<file path="config.mk">
export PLATFORM = sky130hd
export DESIGN_NAME = eep_page_ctl
export DESIGN_NICKNAME = d
export VERILOG_FILES = /design/src/rtl/eep_pkg.sv /design/src/rtl/eep_csr.sv /design/src/rtl/eep_latch_bank.sv /design/src/rtl/eep_prog_seq.sv /design/src/rtl/eep_page_ctl.sv
export SDC_FILE = /design/constraint.sdc
export NUM_CORES = 1
export LEC_CHECK = 0
export ABC_CLOCK_PERIOD_IN_PS = 2350
export BUFFER_PORTS_ARGS = -buffer_cell sky130_fd_sc_hd__buf_4
export CAP_MARGIN = 20
export CORE_MARGIN = 2
export CORE_UTILIZATION = 43
export DETAILED_ROUTE_END_ITERATION = 8
export PLACE_DENSITY = 0.7
export RECOVER_POWER = 100
export SLEW_MARGIN = 10
export SYNTH_ARGS = -nofsm -noshare
export SYNTH_HDL_FRONTEND = slang
export SYNTH_SLANG_ARGS = --single-unit
</file>
<file path="constraint.sdc">
create_clock -name clk -period 2.35 [get_ports clk]
set_input_delay 0.1175 -clock clk [delete_from_list [all_inputs] [get_ports clk]]
set_output_delay 0.1175 -clock clk [all_outputs]
set_load 0.02 [all_outputs]
</file>
<file path="src/rtl/eep_pkg.sv">
package eep_pkg;
  typedef enum logic [1:0] {
    SQ_IDLE   = 2'd0,
    SQ_TIMER  = 2'd1,
    SQ_COMMIT = 2'd2
  } sq_state_e;

  typedef enum logic [1:0] {
    RK_NONE = 2'd0,
    RK_CSR  = 2'd1,
    RK_ARR  = 2'd2
  } rd_kind_e;

  localparam int unsigned CSR_PGM_BIT = 0;
  localparam int unsigned CSR_LAT_BIT = 1;
endpackage

</file>
<file path="src/rtl/eep_csr.sv">
module eep_csr
  import eep_pkg::*;
(
  input  logic       clk,
  input  logic       rst,
  input  logic       wr_csr,
  input  logic [1:0] wbits,
  input  logic       busy,
  input  logic       end_cycle,
  output logic       lat,
  output logic       start,
  output logic       lat_fall
);
  logic lat_q;
  logic wr_ok;

  assign wr_ok    = wr_csr && !busy;
  assign start    = wr_ok && lat_q && wbits[CSR_PGM_BIT];
  assign lat_fall = wr_ok && lat_q && !wbits[CSR_PGM_BIT] && !wbits[CSR_LAT_BIT];
  assign lat      = lat_q;

  always_ff @(posedge clk) begin
    if (rst) begin
      lat_q <= 1'b0;
    end else if (end_cycle) begin
      lat_q <= 1'b0;
    end else if (wr_ok && !start) begin
      lat_q <= wbits[CSR_LAT_BIT];
    end
  end
endmodule

</file>
<file path="src/rtl/eep_latch_bank.sv">
module eep_latch_bank #(
  parameter int unsigned NLAT   = 32,
  parameter int unsigned DATA_W = 8,
  localparam int unsigned IDX_W = $clog2(NLAT)
) (
  input  logic              clk,
  input  logic              rst,
  input  logic              clr,
  input  logic              wr_en,
  input  logic [IDX_W-1:0]  wr_idx,
  input  logic [DATA_W-1:0] wr_data,
  input  logic [IDX_W-1:0]  rd_idx,
  output logic [DATA_W-1:0] rd_data,
  output logic              rd_vld
);
  logic [NLAT-1:0][DATA_W-1:0] data_q;
  logic [NLAT-1:0]             vld_q;
  logic [NLAT-1:0]             slot_we;

  for (genvar g = 0; g < NLAT; g++) begin : g_slot
    assign slot_we[g] = wr_en && (wr_idx == IDX_W'(g));
  end

  always_ff @(posedge clk) begin
    if (rst || clr) begin
      data_q <= '0;
      vld_q  <= '0;
    end else begin
      for (int i = 0; i < NLAT; i++) begin
        if (slot_we[i]) begin
          data_q[i] <= vld_q[i] ? (data_q[i] & wr_data) : wr_data;
          vld_q[i]  <= 1'b1;
        end
      end
    end
  end

  assign rd_data = data_q[rd_idx];
  assign rd_vld  = vld_q[rd_idx];
endmodule

</file>
<file path="src/rtl/eep_prog_seq.sv">
module eep_prog_seq
  import eep_pkg::*;
#(
  parameter int unsigned NLAT        = 32,
  parameter int unsigned PROG_CYCLES = 64,
  localparam int unsigned IDX_W = $clog2(NLAT),
  localparam int unsigned TW    = (PROG_CYCLES > 1) ? $clog2(PROG_CYCLES) : 1
) (
  input  logic             clk,
  input  logic             rst,
  input  logic             start,
  input  logic             halt,
  output logic             busy,
  output logic             busy_next,
  output logic             commit,
  output logic [IDX_W-1:0] idx,
  output logic             done,
  output logic             abort
);
  sq_state_e        state_q, state_d;
  logic [TW-1:0]    tmr_q;
  logic [IDX_W-1:0] idx_q;
  logic             tmr_last, idx_last;

  assign tmr_last = (tmr_q == TW'(PROG_CYCLES - 1));
  assign idx_last = (idx_q == IDX_W'(NLAT - 1));

  always_comb begin
    state_d = state_q;
    case (state_q)
      SQ_IDLE:   if (start && !halt) state_d = SQ_TIMER;
      SQ_TIMER:  if (halt) state_d = SQ_IDLE;
                 else if (tmr_last) state_d = SQ_COMMIT;
      SQ_COMMIT: if (halt || idx_last) state_d = SQ_IDLE;
      default:   state_d = SQ_IDLE;
    endcase
  end

  always_ff @(posedge clk) begin
    if (rst) begin
      state_q <= SQ_IDLE;
      tmr_q   <= '0;
      idx_q   <= '0;
    end else begin
      state_q <= state_d;
      tmr_q   <= (state_q == SQ_TIMER && state_d == SQ_TIMER) ? tmr_q + 1'b1 : '0;
      idx_q   <= (state_q == SQ_COMMIT && state_d == SQ_COMMIT) ? idx_q + 1'b1 : '0;
    end
  end

  assign busy      = (state_q != SQ_IDLE);
  assign busy_next = (state_d != SQ_IDLE);
  assign commit    = (state_q == SQ_COMMIT);
  assign idx       = idx_q;
  assign done      = commit && idx_last && !halt;
  assign abort     = busy && halt;
endmodule

</file>
<file path="src/rtl/eep_page_ctl.sv">
module eep_page_ctl
  import eep_pkg::*;
#(
  parameter int unsigned ADDR_W      = 10,
  parameter int unsigned DATA_W      = 8,
  parameter int unsigned NLAT        = 32,
  parameter int unsigned PROG_CYCLES = 64
) (
  input  logic              clk,
  input  logic              rst,
  input  logic              cpu_csr_sel,
  input  logic [ADDR_W-1:0] cpu_addr,
  input  logic [DATA_W-1:0] cpu_wdata,
  input  logic              cpu_wr,
  input  logic              cpu_rd,
  output logic [DATA_W-1:0] cpu_rdata,
  output logic              cpu_rdata_oe,
  input  logic              wait_req,
  input  logic              halt_req,
  output logic              wait_ack,
  output logic              busy,
  output logic [ADDR_W-1:0] arr_addr,
  output logic [DATA_W-1:0] arr_wdata,
  output logic              arr_we,
  output logic              arr_re,
  input  logic [DATA_W-1:0] arr_rdata
);
  localparam int unsigned IDX_W = $clog2(NLAT);
  localparam int unsigned ROW_W = ADDR_W - IDX_W;

  logic              lat_q, start, lat_fall;
  logic              seq_busy, seq_busy_next, seq_commit, seq_done, seq_abort;
  logic [IDX_W-1:0]  seq_idx;
  logic              latch_we;
  logic [DATA_W-1:0] lb_data;
  logic              lb_vld;
  logic [ROW_W-1:0]  row_q;
  rd_kind_e          rk_q;
  logic [DATA_W-1:0] csr_q, csr_val;
  logic              wait_ack_q;

  eep_csr u_csr (
    .clk      (clk),
    .rst      (rst),
    .wr_csr   (cpu_wr && cpu_csr_sel),
    .wbits    (cpu_wdata[1:0]),
    .busy     (seq_busy),
    .end_cycle(seq_done || seq_abort),
    .lat      (lat_q),
    .start    (start),
    .lat_fall (lat_fall)
  );

  eep_prog_seq #(.NLAT(NLAT), .PROG_CYCLES(PROG_CYCLES)) u_seq (
    .clk      (clk),
    .rst      (rst),
    .start    (start),
    .halt     (halt_req),
    .busy     (seq_busy),
    .busy_next(seq_busy_next),
    .commit   (seq_commit),
    .idx      (seq_idx),
    .done     (seq_done),
    .abort    (seq_abort)
  );

  assign latch_we = cpu_wr && !cpu_csr_sel && lat_q && !seq_busy;

  eep_latch_bank #(.NLAT(NLAT), .DATA_W(DATA_W)) u_bank (
    .clk    (clk),
    .rst    (rst),
    .clr    (seq_done || seq_abort || lat_fall),
    .wr_en  (latch_we),
    .wr_idx (cpu_addr[IDX_W-1:0]),
    .wr_data(cpu_wdata),
    .rd_idx (seq_idx),
    .rd_data(lb_data),
    .rd_vld (lb_vld)
  );

  always_ff @(posedge clk) begin
    if (rst) begin
      row_q <= '0;
    end else if (latch_we) begin
      row_q <= cpu_addr[ADDR_W-1:IDX_W];
    end
  end

  always_comb begin
    csr_val = '0;
    csr_val[CSR_LAT_BIT] = lat_q;
    csr_val[CSR_PGM_BIT] = seq_busy;
  end

  always_ff @(posedge clk) begin
    if (rst) begin
      rk_q       <= RK_NONE;
      csr_q      <= '0;
      wait_ack_q <= 1'b0;
    end else begin
      rk_q <= RK_NONE;
      if (cpu_rd) begin
        if (cpu_csr_sel) begin
          rk_q  <= RK_CSR;
          csr_q <= csr_val;
        end else if (!lat_q) begin
          rk_q <= RK_ARR;
        end
      end
      wait_ack_q <= wait_req && !seq_busy_next;
    end
  end

  assign cpu_rdata_oe = (rk_q != RK_NONE);
  assign cpu_rdata    = (rk_q == RK_CSR) ? csr_q :
                        (rk_q == RK_ARR) ? arr_rdata : '0;

  assign arr_re    = cpu_rd && !cpu_csr_sel && !lat_q;
  assign arr_we    = seq_commit && lb_vld && !halt_req;
  assign arr_addr  = seq_commit ? {row_q, seq_idx} : cpu_addr;
  assign arr_wdata = lb_data;
  assign busy      = seq_busy;
  assign wait_ack  = wait_ack_q;
endmodule

</file>
==> flow_summary_export.csv <==
group,metric,value,unit
run_status,status,"finished, violations left",
run_status,failed_checks,"negative setup slack",
logic_synthesis,synth.yosys.warnings,0,
sta,setup_ws,-0.432,ns
cts,clkSlewWorstSetupHoldPaths,0.06,ns
routing,avgRoutedWirePerCell,27.5,um
place,post-place-cells,1494,
routing,vias_per_cell,6.75,
sta,unrepaired_setup_endpoints_after_global_routing,"true",
logic_synthesis,yosys_most_used_dff,"dfxtp_1",
routing,ant_nets,0,
floorplan,die_h,183,um
layout,final_cell_area,17700,um^2
routing,detail_route.iter0.violations,1165,
worst_setup_path,worst_path_dominant_cell_family,"multiplexers",
cts,root_buffer,"clkbuf_16",
worst_hold_path,min_path_cells,4,
worst_setup_path,cp_data_arrival_time,2.66,ns
floorplan,core_region_area,31500,um^2
logic_synthesis,synth.yosys.seq_area_share,0.456,
sta,timing.max_slew.rel_slack,0.577,
floorplan,rows,65,
layout,fin_nets,1245,
layout,post_route_cells_drive_above_1_share,0.356,
cts,clock-sinks,312,
cts,cts.path.max_buffers,3,
grt,global_route.usage.total,0.238,
layout,fin_cells,1635,
worst_setup_path,crit_path_top_delay_cell,"mux4_2",
logic_synthesis,synthArstFlopShare,0,
floorplan,floorplan.io_pins,64,
sta,max_clock_freq,360,MHz
power,power.density,656,nW/um^2
logic_synthesis,ys_types,51,
sta,period_needed,2.78,ns
worst_setup_path,worst-setup-path-type,"reg2out",
sta,post-route-period-util,1.18,
grt,antenna_found_initial,3,
power,vdd.ir_drop.worst,0.473,mV
sta,timing.final.hold_violations,0,
worst_hold_path,min_path_type,"in2reg",
grt,maximum_number_of_pins_on_one_net_before_global_route_repair,42,
layout,final_design_utilization,0.564,
flow_run,timing.max_cap.violations,0,
layout,syn_to_final_growth,29.5,%
floorplan,dieArea,33300,um^2
worst_setup_path,worst_setup_path_end_kind,"output port",
grt,grt.overflow.total,0,
worst_setup_path,crit_path_max_fanout,8,
worst_setup_path,timing.critical_path.cells,"buf_4 > clkbuf_16 > mux4_2 > mux4_2 > nand2_1 > o21ai_1 > buf_4",
sta,finalSetupViolations,262,
worst_setup_path,number_of_cells_on_the_critical_path,7,
place,place_congestion,0.862,
routing,total_number_of_vias,11000,
cts,clkLatencyLatePin,0.52,ns
worst_setup_path,cp_slowest_stage_delay,0.54,ns
sta,worst_clock_skew,0.0120,ns
worst_setup_path,worstPathRequired,2.23,ns
routing,drt_drc_violations_left,0,
layout,fillerInstances,2440,
grt,grt_pass1_wl,62100,um
logic_synthesis,postSynthRegisterBits,312,
place,dpl-instance-area,15100,um^2
logic_synthesis,avgSynthCellArea,13.0,um^2
sta,timing_worst_slew_pin_value,0.634,ns
worst_setup_path,crit_buf_inv,3,
worst_setup_path,setup.worst_path.start_class,"register",
cts,tritoncts,"built",
logic_synthesis,mappedNetlistArea,13700,um^2
cts,cts-buffers-inserted,34,
floorplan,chipWidth,183,um
place,number_of_input_and_output_port_buffers_inserted,63,
place,detailed_place_hpwl,24900,um
routing,drt_wl_total,44900,um
worst_setup_path,reg2reg_depth,13,
floorplan,start_util,0.435,
routing,drt_pass1_iterations,5,
logic_synthesis,mappedNetlistNets,1093,
sta,finalMaxSlewViolations,0,
logic_synthesis,synth_enable_flop_cells,0,
grt,grt_pass1_vias,10400,
power,cellLeakagePower,6.40,nW
logic_synthesis,synthesis.instances,1057,
cts,htreeDepth,2,
power,total_power,11.6,mW
## path summary, 6_finish.rpt
kind	startpoint	endpoint	slack (ns)
setup / recovery	u_seq.idx[0]$_SDFF_PP0_	arr_wdata[2]	-0.43
hold / removal	cpu_addr[4]	u_bank.vld_q[1]$_SDFFE_PP0P_	0.10
setup reg to reg	u_seq.idx[0]$_SDFF_PP0_	u_bank.data_q[173]$_SDFFE_PP0P_	-0.27
hold reg to reg	u_seq.tmr_q[0]$_SDFF_PP0_	u_seq.tmr_q[0]$_SDFF_PP0_	0.45
## report_power, final
part | internal, mW | switching [mW]
Clock | 3.38 | 2.20
Sequential | 5.30 | 0.00678
Combinational | 0.322 | 0.435
Total | 8.99 | 2.64
## what timing repair did
item	in CTS	in global routing
hold buffers	11	0
gates cloned	4	45
pin swaps	6	4
buffers inserted	5	18
gates resized for setup	10	48
setup endpoints to repair	9	297
endpoints found under the hold margin	17	0
## routing by layer
layer  part of all wire  global-route usage
met3               0.12              0.0553
met4              0.035              0.0865
met5            0.00071                   0
met1               0.40               0.335
met2               0.45               0.358
## per-stage QoR
step                      hold WS [ns]  setup TNS, ns  setup slack [ns]
after floorplan                  0.194          -9.64           -0.0488
after global placement           0.362              0             0.108
after detailed placement         0.362              0            0.0769
after CTS                       0.0898         -54.64            -0.418
after global routing             0.122         -63.07            -0.481
final                            0.103         -47.01            -0.432
## layout by cell type (no fill, tap or decap), drive strengths merged, types with 2 or more instances in the layout
| cell | n |
|---|---|
| a21oi | 40 |
| a22o | 2 |
| a22oi | 2 |
| a311oi | 2 |
| a31oi | 2 |
| and2 | 9 |
| and3 | 3 |
| buf | 165 |
| bufinv | 3 |
| clkbuf | 88 |
| clkinv | 6 |
| clkinvlp | 2 |
| dfxtp | 312 |
| dlygate4sd3 | 11 |
| ha | 3 |
| inv | 11 |
| mux2 | 10 |
| mux2i | 2 |
| mux4 | 87 |
| nand2 | 54 |
| nand2b | 8 |
| nand3 | 11 |
| nand4 | 5 |
| nor2 | 48 |
| nor2b | 9 |
| nor3 | 34 |
| nor3b | 4 |
| nor4 | 9 |
| o21ai | 9 |
| o221a | 256 |
| or2 | 4 |
| or3b | 2 |
| or4 | 6 |
| xnor2 | 4 |
| xor2 | 2 |
## worst register-to-register path: stages, from the launching register on
cell and delay (ns):
dfxtp_4 0.39, buf_4 0.15, buf_6 0.13, buf_6 0.12, ha_4 0.15, and3_4 0.15, ha_4 0.17, nand2b_4 0.07
a21oi_4 0.06, a311oi_4 0.33, buf_6 0.25, clkbuf_16 0.23, clkbuf_16 0.17, o221a_1 0.20
## Yosys cell counts (3+ instances only)
library cell / instances / area (um^2)
a21oi_1: 40 / 200
buf_1: 9 / 33.8
nand2_1: 26 / 97.6
or2_2: 3 / 18.8
xnor2_1: 4 / 35.0
nand4_1: 5 / 31.3
inv_1: 10 / 37.5
mux2_2: 10 / 113
nor3_1: 5 / 25.0
nand2b_1: 8 / 50.1
dfxtp_1: 312 / 6250
mux4_2: 87 / 1960
nor4_4: 8 / 170
o21ai_1: 8 / 40.0
nor3_2: 15 / 150
nor2b_1: 9 / 56.3
nand2_4: 28 / 315
ha_1: 3 / 37.5
or4_4: 4 / 45.0
and2_1: 9 / 56.3
nor2_1: 47 / 176
o221a_1: 256 / 2880
buf_4: 3 / 22.5
buf_2: 14 / 70.1
nand3_1: 11 / 55.1
and3_1: 3 / 18.8
clkbuf_1: 73 / 274
nor3b_1: 4 / 30.0
nor3_4: 14 / 228
## cell families (layout without fill, tap and decap cells)
group                      after synthesis  after routing  share of synthesized area
and+or+nand+nor                        208            208                      0.116
AOI/OAI and AO/OA                      318            318                      0.236
DFF                                    312            312                      0.456
buffers and inverters                  111            286                     0.0330
xor gates and xnor gates                 6              6                    0.00383
other                                    0              1                          0
muxes                                   99             99                      0.153
adders and majority gates                3              3                    0.00274
## sequential cells by signal, summed over array words and instances, names as in the netlist
name           cells
wait_ack           1
u_seq.idx          5
u_bank.vld_q      32
u_csr.lat          1
row_q              5
u_bank.data_q    256
csr_q              2
rk_q               2
u_seq.state_q      2
u_seq.tmr_q        6
## area by class of cell
class | count | area [um^2] | area share
multi-input cells | 634 | 7100 | 0.400
flip-flops and latches | 312 | 6250 | 0.352
repair buffers | 216 | 2680 | 0.151
clock buffers | 48 | 1030 | 0.0579
well taps | 402 | 503 | 0.0283
clock inverters | 11 | 135 | 0.00761
inverters | 11 | 41.3 | 0.00233
diodes | 1 | 2.50 | 0.000141
(Power assumes the default switching activity.)
